## src/rtl/dcl_pkg.sv

```systemverilog
package dcl_pkg;
  typedef struct packed {
    logic rise;
    logic fall;
  } sclk_edge_t;
endpackage

```

## src/rtl/dcl_sync.sv

```systemverilog
module dcl_sync #(
  parameter int unsigned W      = 1,
  parameter int unsigned STAGES = 2
) (
  input  logic         clk_i,
  input  logic         rst_ni,
  input  logic [W-1:0] d_i,
  output logic [W-1:0] q_o
);
  logic [W-1:0] st_q [STAGES];

  for (genvar s = 0; s < STAGES; s++) begin : g_stage
    always_ff @(posedge clk_i or negedge rst_ni) begin
      if (!rst_ni) st_q[s] <= '0;
      else if (s == 0) st_q[s] <= d_i;
      else st_q[s] <= st_q[(s == 0) ? 0 : s-1];
    end
  end

  assign q_o = st_q[STAGES-1];
endmodule

```

## src/rtl/dcl_edge.sv

```systemverilog
module dcl_edge
  import dcl_pkg::*;
(
  input  logic       clk_i,
  input  logic       rst_ni,
  input  logic       sclk_s_i,
  output sclk_edge_t edge_o
);
  logic sclk_d_q;

  always_ff @(posedge clk_i or negedge rst_ni) begin
    if (!rst_ni) sclk_d_q <= 1'b0;
    else sclk_d_q <= sclk_s_i;
  end

  assign edge_o.rise = sclk_s_i & ~sclk_d_q;
  assign edge_o.fall = ~sclk_s_i & sclk_d_q;
endmodule

```

## src/rtl/dcl_store.sv

```systemverilog
module dcl_store
  import dcl_pkg::*;
#(
  parameter int unsigned NUM_CH = 32,
  parameter int unsigned DATA_W = 8,
  localparam int unsigned PTR_W = $clog2(NUM_CH + 1)
) (
  input  logic                     clk_i,
  input  logic                     rst_ni,
  input  sclk_edge_t               edge_i,
  input  logic                     cs_i,
  input  logic [DATA_W-1:0]        data_i,
  output logic [NUM_CH*DATA_W-1:0] chan_o,
  output logic [NUM_CH-1:0]        we_o,
  output logic                     wr_en_o,
  output logic [PTR_W-1:0]         ptr_o,
  output logic                     full_o
);
  localparam logic [PTR_W-1:0] PTR_END = PTR_W'(NUM_CH);

  logic [PTR_W-1:0] ptr_q;
  logic             full;
  logic             wr_en;

  assign full  = (ptr_q == PTR_END);
  assign wr_en = (edge_i.rise | edge_i.fall) & cs_i & ~full;

  always_ff @(posedge clk_i or negedge rst_ni) begin
    if (!rst_ni) ptr_q <= '0;
    else if (!cs_i) ptr_q <= '0;
    else if (wr_en) ptr_q <= ptr_q + 1'b1;
  end

  for (genvar c = 0; c < NUM_CH; c++) begin : g_chan
    logic [DATA_W-1:0] byte_q;
    assign we_o[c] = wr_en & (ptr_q == PTR_W'(c));
    always_ff @(posedge clk_i or negedge rst_ni) begin
      if (!rst_ni) byte_q <= '0;
      else if (we_o[c]) byte_q <= data_i;
    end
    assign chan_o[c*DATA_W +: DATA_W] = byte_q;
  end

  assign wr_en_o = wr_en;
  assign ptr_o   = ptr_q;
  assign full_o  = full;
endmodule

```

## src/rtl/dcl_top.sv

```systemverilog
module dcl_top
  import dcl_pkg::*;
#(
  parameter int unsigned NUM_CH      = 32,
  parameter int unsigned DATA_W      = 8,
  parameter int unsigned SYNC_STAGES = 2,
  localparam int unsigned PTR_W = $clog2(NUM_CH + 1)
) (
  input  logic                     clk_i,
  input  logic                     rst_ni,
  input  logic                     sclk_i,
  input  logic                     csel_i,
  input  logic [DATA_W-1:0]        data_i,
  output logic [NUM_CH*DATA_W-1:0] chan_data_o,
  output logic                     full_o,
  output logic                     csel_o
);
  logic              sclk_s, cs_s;
  logic [DATA_W-1:0] data_s;
  sclk_edge_t        sclk_edge;
  logic [NUM_CH-1:0] we;
  logic              wr_en;
  logic [PTR_W-1:0]  ptr;
  logic              full;

  dcl_sync #(.W(2), .STAGES(SYNC_STAGES)) u_ctl_sync (
    .clk_i, .rst_ni, .d_i({sclk_i, csel_i}), .q_o({sclk_s, cs_s})
  );

  dcl_sync #(.W(DATA_W), .STAGES(SYNC_STAGES)) u_dat_sync (
    .clk_i, .rst_ni, .d_i(data_i), .q_o(data_s)
  );

  dcl_edge u_edge (
    .clk_i, .rst_ni, .sclk_s_i(sclk_s), .edge_o(sclk_edge)
  );

  dcl_store #(.NUM_CH(NUM_CH), .DATA_W(DATA_W)) u_store (
    .clk_i, .rst_ni,
    .edge_i (sclk_edge),
    .cs_i   (cs_s),
    .data_i (data_s),
    .chan_o (chan_data_o),
    .we_o   (we),
    .wr_en_o(wr_en),
    .ptr_o  (ptr),
    .full_o (full)
  );

  assign full_o = full;
  assign csel_o = full & cs_s;
endmodule

```

## config.mk

```make
export PLATFORM = sky130hd
export DESIGN_NAME = dcl_top
export DESIGN_NICKNAME = d
export VERILOG_FILES = /design/src/rtl/dcl_pkg.sv /design/src/rtl/dcl_sync.sv /design/src/rtl/dcl_edge.sv /design/src/rtl/dcl_store.sv /design/src/rtl/dcl_top.sv
export SDC_FILE = /design/constraint.sdc
export NUM_CORES = 1
export LEC_CHECK = 0
export ABC_AREA = 1
export BUFFER_PORTS_ARGS = -buffer_cell sky130_fd_sc_hd__buf_2
export CAP_MARGIN = 10
export CORE_MARGIN = 1.5
export CORE_UTILIZATION = 48
export DETAILED_ROUTE_END_ITERATION = 8
export GPL_ROUTABILITY_DRIVEN = 0
export HOLD_SLACK_MARGIN = 0.02
export PLACE_DENSITY = 0.77
export SLEW_MARGIN = 20
export SYNTH_ARGS = -nofsm -noshare
export SYNTH_HDL_FRONTEND = slang
export SYNTH_SLANG_ARGS = --single-unit
```

## constraint.sdc

```tcl
create_clock -name clk_i -period 1.7 [get_ports clk_i]
set_input_delay 0.255 -clock clk_i [delete_from_list [all_inputs] [get_ports clk_i]]
set_output_delay 0.255 -clock clk_i [all_outputs]
set_load 0.01 [all_outputs]
```

# After elaboration in Yosys (flattened, before gate mapping)
# Cells that the tools add are included.
# totals
ff_bits,283
input_bits,12
output_inout_bits,258
# classes
add_sub_neg,1
n_eq_ne,33
n_mux,2
bitwise,41
n_reduce_logical,1
# op_table
op,count
equality test 6 x 5 -> 1 bit (second input constant),16
equality test 6 x 4 -> 1 bit (second input constant),8
AND 1 bit,37
equality test 6 x 3 -> 1 bit (second input constant),4
equality test 6 x 2 -> 1 bit (second input constant),2
two-way mux 6 bit,2
adder 6 x 1 -> 6 bit (second input constant),1
equality test 6 x 1 -> 1 bit (second input constant),1
equality test 6 bit (second input constant),1
logical NOT 6 bit,1
NOT 1 bit,3
inequality test 2 x 1 -> 1 bit (second input constant),1
bitwise OR 1 bit,1

# Longest topological paths before layout
# Gate-level depths: netlist of run 1.
# logic_depth
depth_word,7
ltp_mapped,9
ltp_nobuf,9

# Hierarchy
# Synthesis of run 1 repeated with hierarchy kept, for this count alone.
# unflattened
hier_cells,1309
area_unflattened_um2,12613.3
# by_module_without_submodules
mod,n_inst,cells_each,area_each_um2
dcl_store,1,1272,11990.2
dcl_sync at u_dat_sync,1,24,460.4
dcl_sync at u_ctl_sync,1,6,115.1
dcl_edge,1,5,40.0
dcl_top,1,2,7.5

# Worst setup path after synthesis of run 1
# No wires, ideal clock.
# synth_path
path_type,reg2reg
startpoint,register u_store.ptr_q[0] (netlist: u_store.ptr_o[0])
endpoint,register u_store.g_chan[11].byte_q[7]
setup_time_ps,117
arrival_ps,1488
slack_ps,95
path_stages_with_launch,10
n_path_buf,2
period_less_slack_ps,1605
cell_sequence,dfrtp_1 inv_1 ha_1 nand2_1 nor2_2 nor2_4 buf_4 buf_4 nand3_1 nand2_1
# synth_via
elab_chain_len,4
# synth_rtl
item,line,text
from (decl),dcl_store.sv:21,logic [PTR_W-1:0] ptr_q;
from (signal assigned),dcl_store.sv:31,else if (wr_en) ptr_q <= ptr_q + 1'b1;
equality test 6 bit,dcl_store.sv:25,assign full = (ptr_q == PTR_END);
net full_o,dcl_top.sv:15,"output logic full_o,"
NOT 1 bit,dcl_store.sv:26,assign wr_en = (edge_i.rise | edge_i.fall) & cs_i & ~full;
AND 1 bit,dcl_store.sv:26,
AND 1 bit,dcl_store.sv:36,assign we_o[c] = wr_en & (ptr_q == PTR_W'(c));
to (signal assigned),dcl_store.sv:39,else if (we_o[c]) byte_q <= data_i;
to (decl),dcl_store.sv:35,logic [DATA_W-1:0] byte_q;
# The timed path passes the listed nets, and every way through them passes these cells.
# A chain may end at the register's enable or synchronous reset.

# Worst setup path in the final report of run 1
# layout_path
startpoint,register u_store.ptr_q[0] (netlist: u_store.ptr_o[0])
endpoint,output full_o
# layout_via
elab_chain_len,1
# layout_rtl
item,line
equality test 6 bit,dcl_store.sv:25
to (decl),dcl_top.sv:15
# Every way passes these cells.

==> metrics.txt, run 1 <==
outcome complete, but fails checks; failing checks setup timing; Skew-Pair Late Insertion Delay around 0.54 ns; Max Clock Freq about 0.53 GHz; row count 55; Setup violations, final 123; Fin. Hold Viols 0; CP max FO 2; Cells after Synth about 1200; nets roughly 1600; kind of critical path flop to output pin; delay-heaviest family, CP flip-flops; drt total wl ~36000 um; Crit. path cell count 6; Critical Path Sink full_o; synthesis-to-finish area growth 42.6%; crit path DAT 1.64 ns; IO Count 270; CP max stage cell dfrtp_1; Clock Skew ~0.009 ns; CTS max path bufs 3; Slew @ Worst Pin 0.566 ns; CTS tree done; GRT Util Overall ~28%; first-pass GRT wire length slightly above 50000 um; Synthesized Nets around 1200; unique cell type count in the Yosys netlist 24; unrepaired setup endpoints after global routing true; WL/cell around 19 um; H-tree Lvls 1; die height 156 um; critical path startpoint category flop; Crit. End Element output pin; Worst Path Required roughly 1.4 ns; DR pass1 iterations 5; Slew headroom between 60 and 70%; initial DRC count roughly 750; Antenna Violating Nets Remaining 0; final worst path period share 111%; P_leak 8.89 nW; Final Core Density about 70%; gr ovfl total 0; most frequent cells in the layout 380 x nand2_1, 281 x dfrtp_1, 267 x buf_2, 145 x nand3_1, 85 x o21ai_0; vias in the first global route 9471; Pwr Total ~0.016 W; FF+latch count, synth between 200 and 300; Vias/cell about 5.4; Final WS setup -0.191 ns; cell area after synthesis 11200 sq um; commonest non-fill, non-tap cell in the layout nand2_1; core area 22800 sq um; initial antenna violation count 0; PD cells approximately 1000 nW/um^2; Die Wd between 150 and 200 um; setup tns final -4.16 ns; crit path from u_store.ptr_o[0]; share of cells above drive strength 1 between 40% and 50%; largest net degree at the start of global routing 63; n_diodes 0; worst vdd ir between 800 and 900 uV; CTS Buf Count 29; hpwl dp 21200 um; Clock transition at path regs about 0.06 ns; count of max-cap constraint violations 0; die area about 24000 sq um; HP Class primary input to asynchronous set/reset pin; critical path's largest stage delay roughly 0.4 ns; Synth Warn # 0; total DRC errors in the routed layout 0; r2r setup slk -0.16 ns; fin crit period between 1.5 and 2 ns; via count between 10000 and 15000; Slew Limit Fails 0; r2r endpoint u_store.g_chan[19].byte_q[5]; crit-path cells inv_2, ha_4, nand2_4, buf_4, nor2_4, buf_6; CP bufs+invs 3; sequential share of the synthesized area between 60 and 70%; R2R Path Start u_store.ptr_o[0]; Root Buffer clkbuf_16; Design Area, Final 16000 sq um; CTS sink count between 200 and 300; Synth Area per Inst between 9 and 10 sq um; FF-to-FF path depth 11; Starting Density approximately half; # port buffers 269; post-place instance area roughly 13000 sq um
==> per-stage QoR <==
stage / std cells / worst slack (ns) / hold slack, ns
3_5_place_dp: 1768 / -0.0498 / 0.169
4_1_cts: 1851 / -0.223 / 0.201
3_3_place_gp: 1768 / 0.0131 / 0.164
5_1_grt: 1870 / -0.244 / 0.206
6_report: 1870 / -0.191 / 0.199
2_1_floorplan: 1165 / 0.0948 / -0.0406
==> routing by layer <==
metal  GRT usage (%)  wire [um]  vias to the layer above
met5               0          0                        -
met4            8.03        986                        0
met1            36.8      14000                     4908
met3            6.47       3460                       84
li1                -          -                     4528
met2            45.0      17200                      552
==> synthesized netlist by cell type (all sizes together) <==
| library cell | number | area share, % |
|---|---|---|
| inv | 27 | 0.93 |
| o21ai | 88 | 3.9 |
| buf | 35 | 2.1 |
| nor3 | 2 | 0.089 |
| xor2 | 1 | 0.078 |
| nand2 | 474 | 16 |
| o21bai | 1 | 0.067 |
| dfrtp | 283 | 63 |
| nand3 | 190 | 8.5 |
| ha | 4 | 0.45 |
| clkbuf | 25 | 0.84 |
| nand4 | 1 | 0.056 |
| nor2 | 34 | 3.3 |
==> sequential cells by signal, indices dropped and copies added, names as in the netlist <==
register	cells
u_dat_sync.q_o	8
u_dat_sync.st_q	8
u_store.ptr_o	6
u_store.g_chan.byte_q	256
u_edge.sclk_d_q	1
u_ctl_sync.q_o	2
u_ctl_sync.st_q	2
==> logic make-up after synthesis <==
kind of cell	Yosys count	synth area share (%)
XOR/XNOR	1	0.0782
buffers and inverters	87	3.86
AND/OR/NAND/NOR	701	28.4
adder cells (fa/ha/maj)	4	0.447
AO/OA/AOI/OAI	89	4.00
flip-flops	283	63.2
==> final cells by class <==
cell class / instances / area [sq um]
clock inverter: 8 / 96.3
sequential: 283 / 7080
tap: 313 / 392
timing repair inverter: 1 / 7.51
inverter: 27 / 108
fill: 1633 / 6800
timing repair buffer: 398 / 2860
clock buffer: 43 / 868
multi-input combinational: 797 / 4560
==> worst min-delay path by stage <==
stage / slack, ns / to / cells after the start
after floorplan: -0.04 / u_ctl_sync.q_o[0] / 0
after CTS: 0.20 / u_store.g_chan[14].byte_q[2] / 2
after detailed placement: 0.17 / u_store.g_chan[14].byte_q[2] / 1
after global placement: 0.16 / u_store.g_chan[14].byte_q[2] / 1
after global routing: 0.21 / u_store.g_chan[14].byte_q[2] / 2
final: 0.20 / u_store.g_chan[14].byte_q[2] / 2
==> what timing repair did <==
action,4_1_cts,5_1_grt
endpoints found under the setup margin,154,246
pin swaps,9,50
resized for setup,82,182
endpoints found under the hold margin,242,0
setup buffers,13,10
hold buffers,11,0
cloned,8,12
==> report_power, final <==
group / total, W / internal [W] / leakage [nW] / switching, W
Combinational: 0.00217 / 0.000881 / 4.56 / 0.00129
Clock: 0.00643 / 0.00381 / 0.477 / 0.00261
Sequential: 0.00744 / 0.00716 / 3.86 / 0.000281
(Power assumes the default switching activity.)
==> run 2, diff against run 1 <==
--- a/config.mk
+++ b/config.mk
@@ -8,6 +8,7 @@
 export ABC_AREA = 1
 export BUFFER_PORTS_ARGS = -buffer_cell sky130_fd_sc_hd__buf_2
 export CAP_MARGIN = 10
+export CORE_ASPECT_RATIO = 1.2
 export CORE_MARGIN = 1.5
 export CORE_UTILIZATION = 48
 export DETAILED_ROUTE_END_ITERATION = 8
==> metrics.txt, run 2 (same netlist as run 1, synthesis figures left out) <==
Fin. Hold Viols 0 (unchanged); total DRC errors in the routed layout 0 (unchanged); gr ovfl total 0 (unchanged); CTS max path bufs 3 (unchanged); row count 61 (+11%); Vias/cell 5.27 (-2.1%); Setup violations, final 43 (-65%); # port buffers 269 (unchanged); Max Clock Freq 0.527 GHz (-0.30%); Worst Path Required 1.44 ns (about the same); GRT Util Overall 26.1% (-1.5 points); P_leak 8.86 nW (-0.37%); Skew-Pair Late Insertion Delay 0.54 ns (about the same); Slew @ Worst Pin 0.602 ns (+0.0361 ns); WL/cell 18.2 um (-4.8%); largest net degree at the start of global routing 65 (+3.2%); Design Area, Final 15400 sq um (-3.8%); core area 23000 sq um (+1.2%); setup tns final -1.16 ns (+3.00 ns); outcome complete, but fails checks; Internal Power 0.0120 W (+1.1%); synthesis-to-finish area growth 37.2%; share of cells above drive strength 1 35.1% (-4.9 points); commonest non-fill, non-tap cell in the layout nand2_1; via count 9831 (-2.4%); most frequent cells in the layout 422 x nand2_1, 282 x dfrtp_1, 266 x buf_2, 175 x nand3_1, 83 x o21ai_0; Clock transition at path regs 0.07 ns (about the same); critical path startpoint category flop; worst vdd ir 744 uV (-10%); die area 24300 sq um (about the same); n_diodes 0 (unchanged); count of max-cap constraint violations 0 (unchanged); DR pass1 iterations 5 (unchanged); kind of critical path flop to output pin; Crit. End Element output pin; CP max FO 2 (unchanged); drt total wl 33900 um (-5.1%); CTS sink count 283 (unchanged); Antenna Violating Nets Remaining 0 (unchanged); clock share of power 41.4% (+1.3 points); final worst path period share 112% (+0.34 points); CTS tree done; Clock Skew 0.0134 ns (+0.00435 ns); Root Buffer clkbuf_16; Slew headroom 59.9% (-2.4 points); max reg flops 256 (unchanged); failing checks setup timing; HP Class primary input to asynchronous set/reset pin; initial DRC count 598 (-20%); Top reg by flops u_store.g_chan.byte_q; crit path DAT 1.64 ns (about the same); Die Wd 142 um (-8.5%); H-tree Lvls 1 (unchanged); fin crit period 1.90 ns (+0.00574 ns); Final WS setup -0.197 ns (-0.00574 ns); vias in the first global route 9346 (-1.3%); die height 170 um (+9.4%); FF-to-FF path depth 10 (-1); first-pass GRT wire length 49600 um (-4.5%); hpwl dp 21400 um (+0.81%); initial antenna violation count 0 (unchanged); PD cells 1040 nW/um^2 (+3.7%); CTS Buf Count 28 (-3.4%); IO Count 270 (unchanged); Flop pwr share 46.6% (+0.2 points); post-place instance area 13400 sq um (+0.26%); combinational share of power 12.1% (-1.4 points); Switching Share 25.1% (-0.93 points); nets 1546 (-0.45%); net switching power 0.00402 W (-3.7%); Starting Density 48.6% (-0.58 points); Slew Limit Fails 0 (unchanged); unrepaired setup endpoints after global routing true
run 2: cell types whose count changed in the layout (fill, tap and decap cells not counted), sizes merged:
| cell | previous run | this run |
|---|---|---|
| buf | 382 | 377 |
| clkinv | 4 | 3 |
| bufinv | 2 | 4 |
| clkinvlp | 3 | 1 |
| bufbuf | 1 | 0 |
| clkbuf | 47 | 46 |
run 2: path summary, 6_finish.rpt:
kind                                startpoint                      endpoint  slack, ns
min                                     rst_ni  u_store.g_chan[12].byte_q[4]       0.29
min reg2reg                u_dat_sync.st_q[14]             u_dat_sync.q_o[6]       0.35
max reg2reg                   u_store.ptr_o[1]  u_store.g_chan[26].byte_q[7]      -0.10
max                           u_store.ptr_o[0]                        csel_o      -0.20
min in group clk_i         u_dat_sync.st_q[14]             u_dat_sync.q_o[6]       0.35
max in group asynchronous               rst_ni  u_store.g_chan[23].byte_q[2]       0.79
run 2: repair_timing:
item,4_1_cts,5_1_grt
gates cloned,0,10
endpoints found under the setup margin,168,233
resized for setup,23,113
pin swaps,5,52
hold endpoints to repair,61,0
setup buffers,9,22
hold buffers,11,0
run 2: critical path: stages (launching register included):
cell     delay [ns]
dfrtp_1        0.41
inv_2          0.10
ha_4           0.15
nand2_4        0.06
buf_6          0.12
nor3_2         0.10
buf_4          0.16
run 2: through the flow:
step | cells | hold WS, ns | worst slack [ns] | utilization (%) | power (W)
detailed placement | 1766 | 0.267 | -0.0443 | 57.9 | 0.00920
finish | 1864 | 0.286 | -0.197 | 66.7 | 0.0160
CTS | 1835 | 0.296 | -0.177 | 63.4 | 0.0159
global placement | 1766 | 0.262 | 0.0213 | 57.9 | 0.00916
global route | 1864 | 0.319 | -0.230 | 66.7 | 0.0166
floorplan | 1165 | -0.0406 | 0.0948 | - | 0.00828
run 2: cell type report:
cell class	instances	area [sq um]
clock buffer	41	851
fill	1803	7670
clock inverter	8	148
timing repair buffer	393	2690
sequential	283	7080
tap	315	394
multi-input combinational	797	4100
inverter	27	108
run 2: power groups by stage:
stage	clock network (W)	registers, W	logic [W]
2_1_floorplan	0	0.00769	0.000583
3_3_place_gp	0	0.00754	0.00162
3_5_place_dp	0	0.00755	0.00165
4_1_cts	0.00671	0.00744	0.00174
5_1_grt	0.00697	0.00749	0.00213
6_report	0.00662	0.00746	0.00193
run 2: metal layers:
layer,GRT usage (%),vias up,wire [um]
met5,0,-,0
met4,8.47,0,1060
met3,5.91,76,3010
met2,44.3,468,17000
met1,33.0,4801,12800
li1,-,4486,-
==> run 3, diff against run 2 <==
--- a/config.mk
+++ b/config.mk
@@ -15,6 +15,7 @@
 export GPL_ROUTABILITY_DRIVEN = 0
 export HOLD_SLACK_MARGIN = 0.02
 export PLACE_DENSITY = 0.77
+export SETUP_SLACK_MARGIN = 0.15
 export SLEW_MARGIN = 20
 export SYNTH_ARGS = -nofsm -noshare
 export SYNTH_HDL_FRONTEND = slang
==> metrics.txt, run 3 (same netlist as run 1, synthesis figures left out) <==
Worst Path Required 2.17 ns (+0.73 ns); initial DRC count 586 (-2.0%); Antenna Violating Nets Remaining 0 (unchanged); Max Clock Freq 0.525 GHz (-0.51%); Crit. End Element flop; via count 9860 (+0.29%); nets 1524 (-1.4%); Slew @ Worst Pin 0.502 ns (-0.100 ns); CTS Buf Count 28 (unchanged); HP Class primary input to asynchronous set/reset pin; Flop pwr share 47.2% (+0.6 points); commonest non-fill, non-tap cell in the layout nand2_1; Final WS setup -0.206 ns (-0.00964 ns); r2r endpoint u_store.g_chan[6].byte_q[1]; Slew Limit Fails 0 (unchanged); # port buffers 269 (unchanged); met3 routed WL 2960 um (-1.6%); critical path's largest stage delay 0.38 ns (-0.03 ns); max reg flops 256 (unchanged); CTS max path bufs 3 (unchanged); Setup violations, final 176 (+310%); crit path from u_store.ptr_o[0]; Starting Density 48.6% (unchanged); worst vdd ir 755 uV (+1.5%); gr ovfl total 0 (unchanged); met1 WL 12900 um (+0.73%); Clock transition at path regs 0.06 ns (about the same); PD cells 1030 nW/um^2 (-0.76%); share of cells above drive strength 1 34.0% (-1.1 points); Fin. Hold Viols 0 (unchanged); delay-heaviest family, CP buffers and inverters; crit-path cells inv_2, ha_4, nand2_4, buf_12, nor2_4, buf_6, nor2_4, buf_12, bufbuf_16, nand3_1, nand2_1; critical path startpoint category flop; r2r setup slk -0.21 ns (-0.11 ns); Top reg by flops u_store.g_chan.byte_q; CP max FO 15 (+13); n_diodes 0 (unchanged); hpwl dp 21100 um (-1.3%); clock share of power 40.2% (-1.2 points); die height 170 um (unchanged); largest net degree at the start of global routing 62 (-4.6%); CTS sink count 283 (unchanged); R2R Path Start u_store.ptr_o[0]; net switching power 0.00403 W (about the same); Die Wd 142 um (unchanged); Internal Power 0.0117 W (-2.1%); combinational share of power 12.6% (+0.5 points); Top Metal Used met4; row count 61 (unchanged); Vias/cell 5.34 (+1.3%); IO Count 270 (unchanged); failing checks setup timing; DR WL met2 16900 um (-0.96%); drt total wl 34000 um (+0.37%); Clock Skew 0.0131 ns (-0.000275 ns); kind of critical path flop to flop; initial antenna violation count 0 (unchanged); crit path DAT 2.37 ns (+0.73 ns); die area 24300 sq um (unchanged); setup slack at placement -0.0765 ns (-0.0322 ns); final worst path period share 112% (+0.57 points); Slew headroom 66.5% (+6.7 points); unrepaired setup endpoints after global routing true; Root Buffer clkbuf_16; Switching Share 25.5% (+0.41 points); outcome complete, but fails checks; Skew-Pair Late Insertion Delay 0.54 ns (about the same); H-tree Lvls 1 (unchanged); most frequent cells in the layout 439 x nand2_1, 280 x dfrtp_1, 268 x buf_2, 158 x nand3_1, 86 x o21ai_0; first-pass GRT wire length 51900 um (+4.6%); DR pass1 iterations 6 (+1); WL/cell 18.4 um (+1.4%); fin crit period 1.91 ns (+0.00964 ns); GRT Util Overall 27.4% (+1.3 points); vias in the first global route 9699 (+3.8%); FF-to-FF path depth 11 (+1); P_leak 8.89 nW (+0.43%); CTS tree done; total DRC errors in the routed layout 0 (unchanged); CP bufs+invs 5 (+2); count of max-cap constraint violations 0 (unchanged); Crit. path cell count 11 (+5); CP max stage cell dfrtp_1; synthesis-to-finish area growth 36.2%; Critical Path Sink u_store.g_chan[6].byte_q[1]; Final Core Density 66.2% (-0.52 points); core area 23000 sq um (unchanged)
==> run 3: power by group through the flow <==
| stage | Clock [W] | Combinational [W] | Sequential (W) |
|---|---|---|---|
| global placement | 0 | 0.00157 | 0.00754 |
| CTS | 0.00640 | 0.00191 | 0.00743 |
| global route | 0.00663 | 0.00217 | 0.00748 |
| finish | 0.00634 | 0.00199 | 0.00744 |
| detailed placement | 0 | 0.00161 | 0.00755 |
| floorplan | 0 | 0.000592 | 0.00769 |
==> run 3: final cells by class <==
class                      instances  area (sq um)
clock inverter                    10           103
inverter                          27           104
multi-input combinational        795          4120
clock buffer                      42           855
sequential                       283          7090
timing repair buffer             373          2590
tap                              315           394
fill                            1766          7790
==> run 3: how the worst min path moves through the flow <==
stage               cells past startpoint  slack, ns                            to
floorplan                               0      -0.04             u_ctl_sync.q_o[0]
global placement                        1       0.15  u_store.g_chan[13].byte_q[2]
detailed placement                      1       0.15  u_store.g_chan[15].byte_q[0]
CTS                                     2       0.18           u_dat_sync.st_q[10]
global route                            2       0.19  u_store.g_chan[15].byte_q[0]
finish                                  2       0.18  u_store.g_chan[15].byte_q[0]
==> run 3: stage by stage <==
stage | hold slack [ns] | std cells | area, sq um | power (W) | setup TNS [ns]
5_1_grt | 0.192 | 1845 | 15300 | 0.0163 | -38.85
3_3_place_gp | 0.149 | 1747 | 13200 | 0.00910 | -0.00426
2_1_floorplan | -0.0406 | 1165 | 11200 | 0.00828 | 0
3_5_place_dp | 0.153 | 1747 | 13200 | 0.00916 | -4.13
4_1_cts | 0.181 | 1839 | 15000 | 0.0157 | -15.34
6_report | 0.184 | 1845 | 15300 | 0.0158 | -23.26
==> run 3: metal layers <==
layer | track usage [%] | up-vias
met5 | 0 | -
met4 | 11.5 | 0
met3 | 6.36 | 92
met2 | 45.6 | 510
met1 | 34.2 | 4802
li1 | - | 4456
==> run 3: timing repair <==
item                                   in CTS  in global routing
hold buffers                               11                  0
setup endpoints to repair                 257                264
cloned                                      7                  2
setup buffers                              22                  4
endpoints found under the hold margin     280                  0
gates resized for setup                    76                 43
pin swaps                                  24                  7
